==> config.mk <==
export PLATFORM = sky130hd
export DESIGN_NAME = r4b_top
export DESIGN_NICKNAME = d
export VERILOG_FILES = /design/src/rtl/r4b_pkg.sv /design/src/rtl/r4b_ctrl_dec.sv /design/src/rtl/r4b_addsub.sv /design/src/rtl/r4b_top.sv
export SDC_FILE = /design/constraint.sdc
export NUM_CORES = 1
export LEC_CHECK = 0
export BUFFER_PORTS_ARGS = -buffer_cell sky130_fd_sc_hd__buf_2
export CAP_MARGIN = 20
export CORE_ASPECT_RATIO = 1.25
export CORE_MARGIN = 5
export CORE_UTILIZATION = 54
export CTS_CLUSTER_SIZE = 8
export DETAILED_ROUTE_END_ITERATION = 8
export HOLD_SLACK_MARGIN = 0.03
export PLACE_DENSITY = 0.79
export SETUP_SLACK_MARGIN = 0.02
export SLEW_MARGIN = 20
export SYNTH_ARGS = -nofsm -noshare
export SYNTH_HDL_FRONTEND = slang
export SYNTH_SLANG_ARGS = --single-unit
==> constraint.sdc <==
create_clock -name clk_i -period 0.9 [get_ports clk_i]
set_input_delay 0.18 -clock clk_i [delete_from_list [all_inputs] [get_ports clk_i]]
set_output_delay 0.18 -clock clk_i [all_outputs]
set_load 0.05 [all_outputs]
==> src/rtl/r4b_pkg.sv <==
package r4b_pkg;
  typedef struct packed {
    logic pair_sub; // stage one: differences instead of sums
    logic swap;     // stage two: exchange re/im of the odd operand
    logic out_sub;  // stage two: real path subtracts
  } r4b_ctrl_t;
endpackage

==> src/rtl/r4b_ctrl_dec.sv <==
module r4b_ctrl_dec
  import r4b_pkg::*;
(
  input  logic [1:0] sel_i,
  output r4b_ctrl_t  ctrl_o
);
  always_comb begin
    ctrl_o.pair_sub = sel_i[0];
    ctrl_o.swap     = sel_i[0];
    ctrl_o.out_sub  = sel_i[1];
  end
endmodule

==> src/rtl/r4b_addsub.sv <==
module r4b_addsub #(
  parameter int W = 8
) (
  input  logic signed [W-1:0] a_i,
  input  logic signed [W-1:0] b_i,
  input  logic                sub_i,
  output logic signed [W:0]   s_o
);
  logic signed [W:0] a_x, b_x;
  assign a_x = {a_i[W-1], a_i};
  assign b_x = {b_i[W-1], b_i};
  assign s_o = sub_i ? (a_x - b_x) : (a_x + b_x);
endmodule

==> src/rtl/r4b_top.sv <==
module r4b_top
  import r4b_pkg::*;
#(
  parameter int DATA_W = 8
) (
  input  logic              clk_i,
  input  logic              rst_ni,
  input  logic              in_valid_i,
  input  logic [1:0]        sel_i,
  input  logic [DATA_W-1:0] x0_re_i,
  input  logic [DATA_W-1:0] x0_im_i,
  input  logic [DATA_W-1:0] x1_re_i,
  input  logic [DATA_W-1:0] x1_im_i,
  input  logic [DATA_W-1:0] x2_re_i,
  input  logic [DATA_W-1:0] x2_im_i,
  input  logic [DATA_W-1:0] x3_re_i,
  input  logic [DATA_W-1:0] x3_im_i,
  output logic [DATA_W-1:0] y_re_o,
  output logic [DATA_W-1:0] y_im_o,
  output logic              valid_o
);
  localparam int P_W   = DATA_W + 1;
  localparam int SUM_W = DATA_W + 2;
  localparam int N_PAIR = 2;

  r4b_ctrl_t ctrl;
  logic      im_sub;

  r4b_ctrl_dec u_dec (.sel_i(sel_i), .ctrl_o(ctrl));

  // sign-control gate for the imaginary output adder
  assign im_sub = ctrl.out_sub ^ ctrl.swap;

  logic signed [DATA_W-1:0] lo_re [N_PAIR];
  logic signed [DATA_W-1:0] lo_im [N_PAIR];
  logic signed [DATA_W-1:0] hi_re [N_PAIR];
  logic signed [DATA_W-1:0] hi_im [N_PAIR];
  logic signed [P_W-1:0]    pr_re [N_PAIR];
  logic signed [P_W-1:0]    pr_im [N_PAIR];

  // pair 0: x0 with x2, pair 1: x1 with x3
  assign lo_re[0] = x0_re_i;
  assign lo_im[0] = x0_im_i;
  assign hi_re[0] = x2_re_i;
  assign hi_im[0] = x2_im_i;
  assign lo_re[1] = x1_re_i;
  assign lo_im[1] = x1_im_i;
  assign hi_re[1] = x3_re_i;
  assign hi_im[1] = x3_im_i;

  for (genvar p = 0; p < N_PAIR; p++) begin : g_pair
    r4b_addsub #(.W(DATA_W)) u_re (
      .a_i(lo_re[p]), .b_i(hi_re[p]), .sub_i(ctrl.pair_sub), .s_o(pr_re[p])
    );
    r4b_addsub #(.W(DATA_W)) u_im (
      .a_i(lo_im[p]), .b_i(hi_im[p]), .sub_i(ctrl.pair_sub), .s_o(pr_im[p])
    );
  end

  logic signed [P_W-1:0]   op_re, op_im;
  logic signed [SUM_W-1:0] sum_re, sum_im;

  // swap realises the ±j rotation of the odd pair
  assign op_re = ctrl.swap ? pr_im[1] : pr_re[1];
  assign op_im = ctrl.swap ? pr_re[1] : pr_im[1];

  r4b_addsub #(.W(P_W)) u_out_re (
    .a_i(pr_re[0]), .b_i(op_re), .sub_i(ctrl.out_sub), .s_o(sum_re)
  );
  r4b_addsub #(.W(P_W)) u_out_im (
    .a_i(pr_im[0]), .b_i(op_im), .sub_i(im_sub), .s_o(sum_im)
  );

  logic unused_lsb;
  assign unused_lsb = ^{sum_re[1:0], sum_im[1:0]};

  always_ff @(posedge clk_i or negedge rst_ni) begin
    if (!rst_ni) begin
      y_re_o  <= '0;
      y_im_o  <= '0;
      valid_o <= 1'b0;
    end else begin
      valid_o <= in_valid_i;
      if (in_valid_i) begin
        y_re_o <= sum_re[SUM_W-1:2];
        y_im_o <= sum_im[SUM_W-1:2];
      end
    end
  end
endmodule

==> results.toml, run 1 <==
[status]
status = "aborted with a tool error"
stop_stage = "global routing"
error = "[ERROR DPL-0038] Utilization greater than 100%, impossible to legalize"

[logic_synthesis]
synthArstFlopShare = 1.000
syn_avg_cell_area_um2 = 7.741
synth_enable_flop_cells = 0
syn_inst = 551
synth_cell_type_count = 67
synth_area_leaders = "ha_1 16%, xnor2_1 12%, dfrtp_1 10%, mux2_2 5.3%, xor2_1 5.1%"
synth_top_area_cell = "ha_1"
ys_ff_latch = 17
syn-num-nets = 678
ys_warn_count = 0
ys.flop_type = "dfrtp_1"
netlist.area_leader.share = 0.1584
synth_area_um2 = 4265
synth-seq-area-share = 0.09974

[timing]
worst_endpoint = "y_re_o[7]$_DFFE_PN0P_/D"
worst-ep-kind = "register data pin"

[placed_design]
dp_cells = 883
place_congestion = 0.8561
pre_cts_slack_ns = -3.627
placed_area_um2 = 6171
io_buffers = 85
dp_hpwl_um = 11310

[global_route]
grt_max_degree = 30

[die]
initial_core_util = 0.5505
io_pins = 86
rows = 36
die_h_um = 109.4
die_width_um = 89.49

[cts]
cts-root-buf = "clkbuf_8"
cts_buffer_depth = 2
cts_made_buffers = 3
htree_num_levels = 1
clock-sinks = 17
==> Yosys cell counts (3+ instances only) <==
library cell	count
xnor2_1	57
a21o_1	10
fa_1	4
a31oi_1	9
dfrtp_1	17
nand4_1	3
a21oi_1	37
nand3_1	24
o211ai_1	3
buf_1	3
nand2b_1	8
nand2_1	25
a211oi_1	4
ha_1	54
inv_1	44
xor2_1	25
mux2i_1	11
o22ai_1	3
nand3b_1	3
or2_2	5
and3_1	5
nor4_1	5
nor2_1	56
nor2b_1	10
a2111oi_0	3
o2111ai_1	6
nor3b_1	6
and2_1	4
o21ai_0	10
nor3_1	25
clkbuf_1	10
mux2_2	20
==> through the flow <==
stage | hold WS, ns | utilization
after CTS | 0.3193 | 0.9099
after global placement | 0.1109 | 0.7965
after floorplan | -0.1156 | -
after detailed placement | 0.1200 | 0.7965
==> kinds of logic after synthesis <==
group | after synthesis | synth area share
mux | 32 | 0.08184
compound gates | 111 | 0.1883
buf+inv | 60 | 0.05515
fa+ha+maj | 58 | 0.1772
xor+xnor | 83 | 0.1737
flops | 17 | 0.09974
simple gates | 190 | 0.2241
==> what timing repair did <==
item,4_1_cts
hold buffers,1
gates resized for setup,147
endpoints found under the setup margin,33
endpoints found under the hold margin,17
buffers inserted,27
pin swaps,47
==> run 2, diff against run 1 <==
CORE_ASPECT_RATIO = unset   (was 1.25)
CORE_UTILIZATION = 39   (was 54)
CTS_CLUSTER_SIZE = unset   (was 8)
HOLD_SLACK_MARGIN = unset   (was 0.03)
PLACE_DENSITY = unset   (was 0.79)
PLACE_DENSITY_LB_ADDON = 0.15   (was unset)
SETUP_SLACK_MARGIN = unset   (was 0.02)
==> run 2 against run 1 <==
Against the previous run: the flow now finishes, with violations (negative setup slack); synthesized area stayed put; synthesized cell count stayed put.
==> results.toml, run 2 <==
[logic_synthesis]
synth_top_area_cell = "ha_1"
synth_enable_flop_cells = 0
synth_area_leaders = "ha_1 16%, xnor2_1 12%, dfrtp_1 10%, mux2_2 5.3%, xor2_1 5.1%"
synth_area_um2 = 4265
yosys-top-cells-count = "57 x xnor2_1, 56 x nor2_1, 54 x ha_1"
ys_ff_latch = 17
synth_most_common_cell = "xnor2_1"
ys_warn_count = 0
syn-num-nets = 678
syn_inst = 551
synthArstFlopShare = 1.000
ys.flop_type = "dfrtp_1"
netlist.area_leader.share = 0.1584
syn_avg_cell_area_um2 = 7.741
synth_cell_type_count = 67
synth-seq-area-share = 0.09974

[finish]
top_regs = "y_im_o x8, y_re_o x8, valid_o x1"
syn2layout_area_growth_pct = 82.81
stdcell_count = 981
fin_util = 0.7225
mostFrequentLayoutCells = "191 x buf_4, 63 x buf_2, 44 x xnor2_1, 43 x buf_6, 37 x nor2_1"
final_nets = 969
final_area_um2 = 7797
antennaDiodeCount = 0
final_layout_size_suffix_gt1_frac = 0.5696
layout_commonest_cell = "buf_4"

[pwr]
cellLeakagePower_nw = 3.659
switchingPower_mw = 8.604
p_per_area_nw_per_um2 = 2472
clockPowerShare = 0.029
pwr-share-comb = 0.895
power.internal_mw = 10.67
switching_share = 0.4464
p_seq_frac = 0.076
vdd_drop_max_uv = 2134

[placed_design]
dp_cells = 932
io_buffers = 85
dp_hpwl_um = 10620
place_congestion = 0.8911
placed_area_um2 = 6270
pre_cts_slack_ns = -3.555

[critical_path]
critical-path-top-delay-family = "simple AND/OR/NAND/NOR gates"
worstRegToRegCells = 2
r2r-start = "y_re_o[3]"
cp_num_buf_inv = 6
crit_chain = "buf_8 > inv_4 > ha_4 > mux2_4 > fa_2 > nand2b_4 > a21oi_4 > xnor2_4 > buf_4 > nand3_2 > a21oi_4 > nand3_2 > a32oi_1 > ha_1 > nand3_2 > a2111oi_4 > buf_4 > buf_6 > buf_6 > or4_1 > a31o_2"
cp.arrival_ns = 4.15
critPathRequiredTime_ns = 1.04
crit_slowest_cell = "or4_1"
end_kind = "flop"
rrSetupSlack_ns = -0.02
regToRegEndpoint = "y_re_o[3]"
cp-start-kind = "input pin"
critPathMaxStageDelay_ns = 0.48
cp_max_fo = 4
cpMostUsedCell = "nand3_2"
path_class = "in2reg"

[cts]
cts_made_buffers = 3
clk_pin_slew_ns = 0.06
clk_latency_ns = 0.25
cts-root-buf = "clkbuf_8"
cts_tree = "built"
cts_buffer_depth = 2
htree_num_levels = 1
clock-sinks = 17

[min_path]
hold_path_end = "valid_o"
hp-class = "in2reg"
hold_depth = 2
min-delay-start = "in_valid_i"

[status]
status = "finished with violations"
failed_checks = "negative setup slack"

[die]
die_width_um = 114.6
io_pins = 86
die-area_um2 = 13130
core_area_um2 = 10790
die_h_um = 114.6
rows = 38
initial_core_util = 0.3952

[timing]
setup_ws_ns = -3.115
finalHoldViolations = 0
grt_setup_unrepaired = "true"
worst_pin_slew_ns = 0.5574
finalCritPeriodShare = 4.461
slew_violations = 0
slew_headroom = 0.6271
setup_viol = 33
fmax_mhz = 249.1
fin_skew_ns = 0
holdWs_ns = 0.3545
period_needed_ns = 4.015

[route]
dr.pass1.iters = 4
drc = 0
avgViaCountPerCell = 5.180
wl_per_cell_um = 14.83
vias = 5082
first_iter_violations = 267
routed_wl_um = 14550
antenna_left = 0

[global_route]
grt_max_degree = 25
grt_pass1_wl_um = 22530
antenna_found_initial = 0
overflow = 0
grt_pass1_vias = 5175
gr-usage-all-layers = 0.2013

[flow_run]
drv_cap = 0
-- run 2: cell counts after synthesis --
Identical to the previous run, type by type.
-- run 2: power groups by stage --
stage	registers (mW)	clock network (mW)	logic (mW)
final	1.46	0.556	17.3
after global routing	1.51	0.617	18.4
after CTS	1.44	0.576	14.3
after detailed placement	1.36	0	12.3
after global placement	1.35	0	12.0
after floorplan	2.66	0	6.51
-- run 2: final cells by class --
cell class	instances	area (µm²)
Tap cell	140	175.2
Clock buffer	4	45.04
Timing Repair Buffer	302	2301
Sequential cell	17	425.4
Inverter	44	172.7
Fill cell	767	2995
Multi-Input combinational cell	474	4678
-- run 2: through the flow --
step | power (mW) | TNS [ns]
2_1_floorplan | 9.169 | -43.51
3_3_place_gp | 13.31 | -46.71
3_5_place_dp | 13.62 | -48.14
4_1_cts | 16.32 | -41.58
5_1_grt | 20.52 | -45.25
6_report | 19.28 | -42.76
-- run 2: what timing repair did --
action / 4_1_cts / 5_1_grt
setup endpoints to repair: 33 / 33
pin swaps: 30 / 39
setup buffers: 24 / 22
hold endpoints to repair: 17 / 0
gates resized for setup: 119 / 116
cloned: 0 / 0
hold buffers: 1 / 0
-- run 2: cell families (layout without fill, tap and decap cells) --
kind of cell             Yosys count  after routing  synth area share
AO/OA/AOI/OAI                    111            111            0.1883
buffers and inverters             60            350           0.05515
flip-flops                        17             17           0.09974
XOR/XNOR                          83             83            0.1737
adder cells (fa/ha/maj)           58             58            0.1772
multiplexers                      32             32           0.08184
AND/OR/NAND/NOR                  190            190            0.2241
-- run 2: worst reg2reg max path, cell delays in order, from the launching register on --
cell,delay (ns)
dfrtp_1,0.40
buf_4,0.14
mux2_4,0.26
-- run 2: worst max-delay path by stage --
stage / endpoint / slack (ns) / cells past startpoint / from
after floorplan: y_im_o[7] / -3.31 / 24 / sel_i[0]
final: y_im_o[4] / -3.11 / 21 / x3_im_i[1]
after global routing: y_re_o[7] / -3.37 / 24 / x3_re_i[1]
after CTS: y_re_o[7] / -3.07 / 23 / x3_im_i[2]
after detailed placement: y_re_o[7] / -3.56 / 23 / x3_im_i[0]
after global placement: y_im_o[7] / -3.47 / 23 / x3_re_i[1]
-- run 2: metal layers --
metal / global-route usage / vias up / share of wire
li1: - / 2554 / -
met1: 0.2352 / 2374 / 0.40
met2: 0.3939 / 122 / 0.54
met3: 0.02378 / 32 / 0.039
met4: 0.03167 / 0 / 0.025
met5: 0 / - / 0
Power figures use the tool's default switching activity.
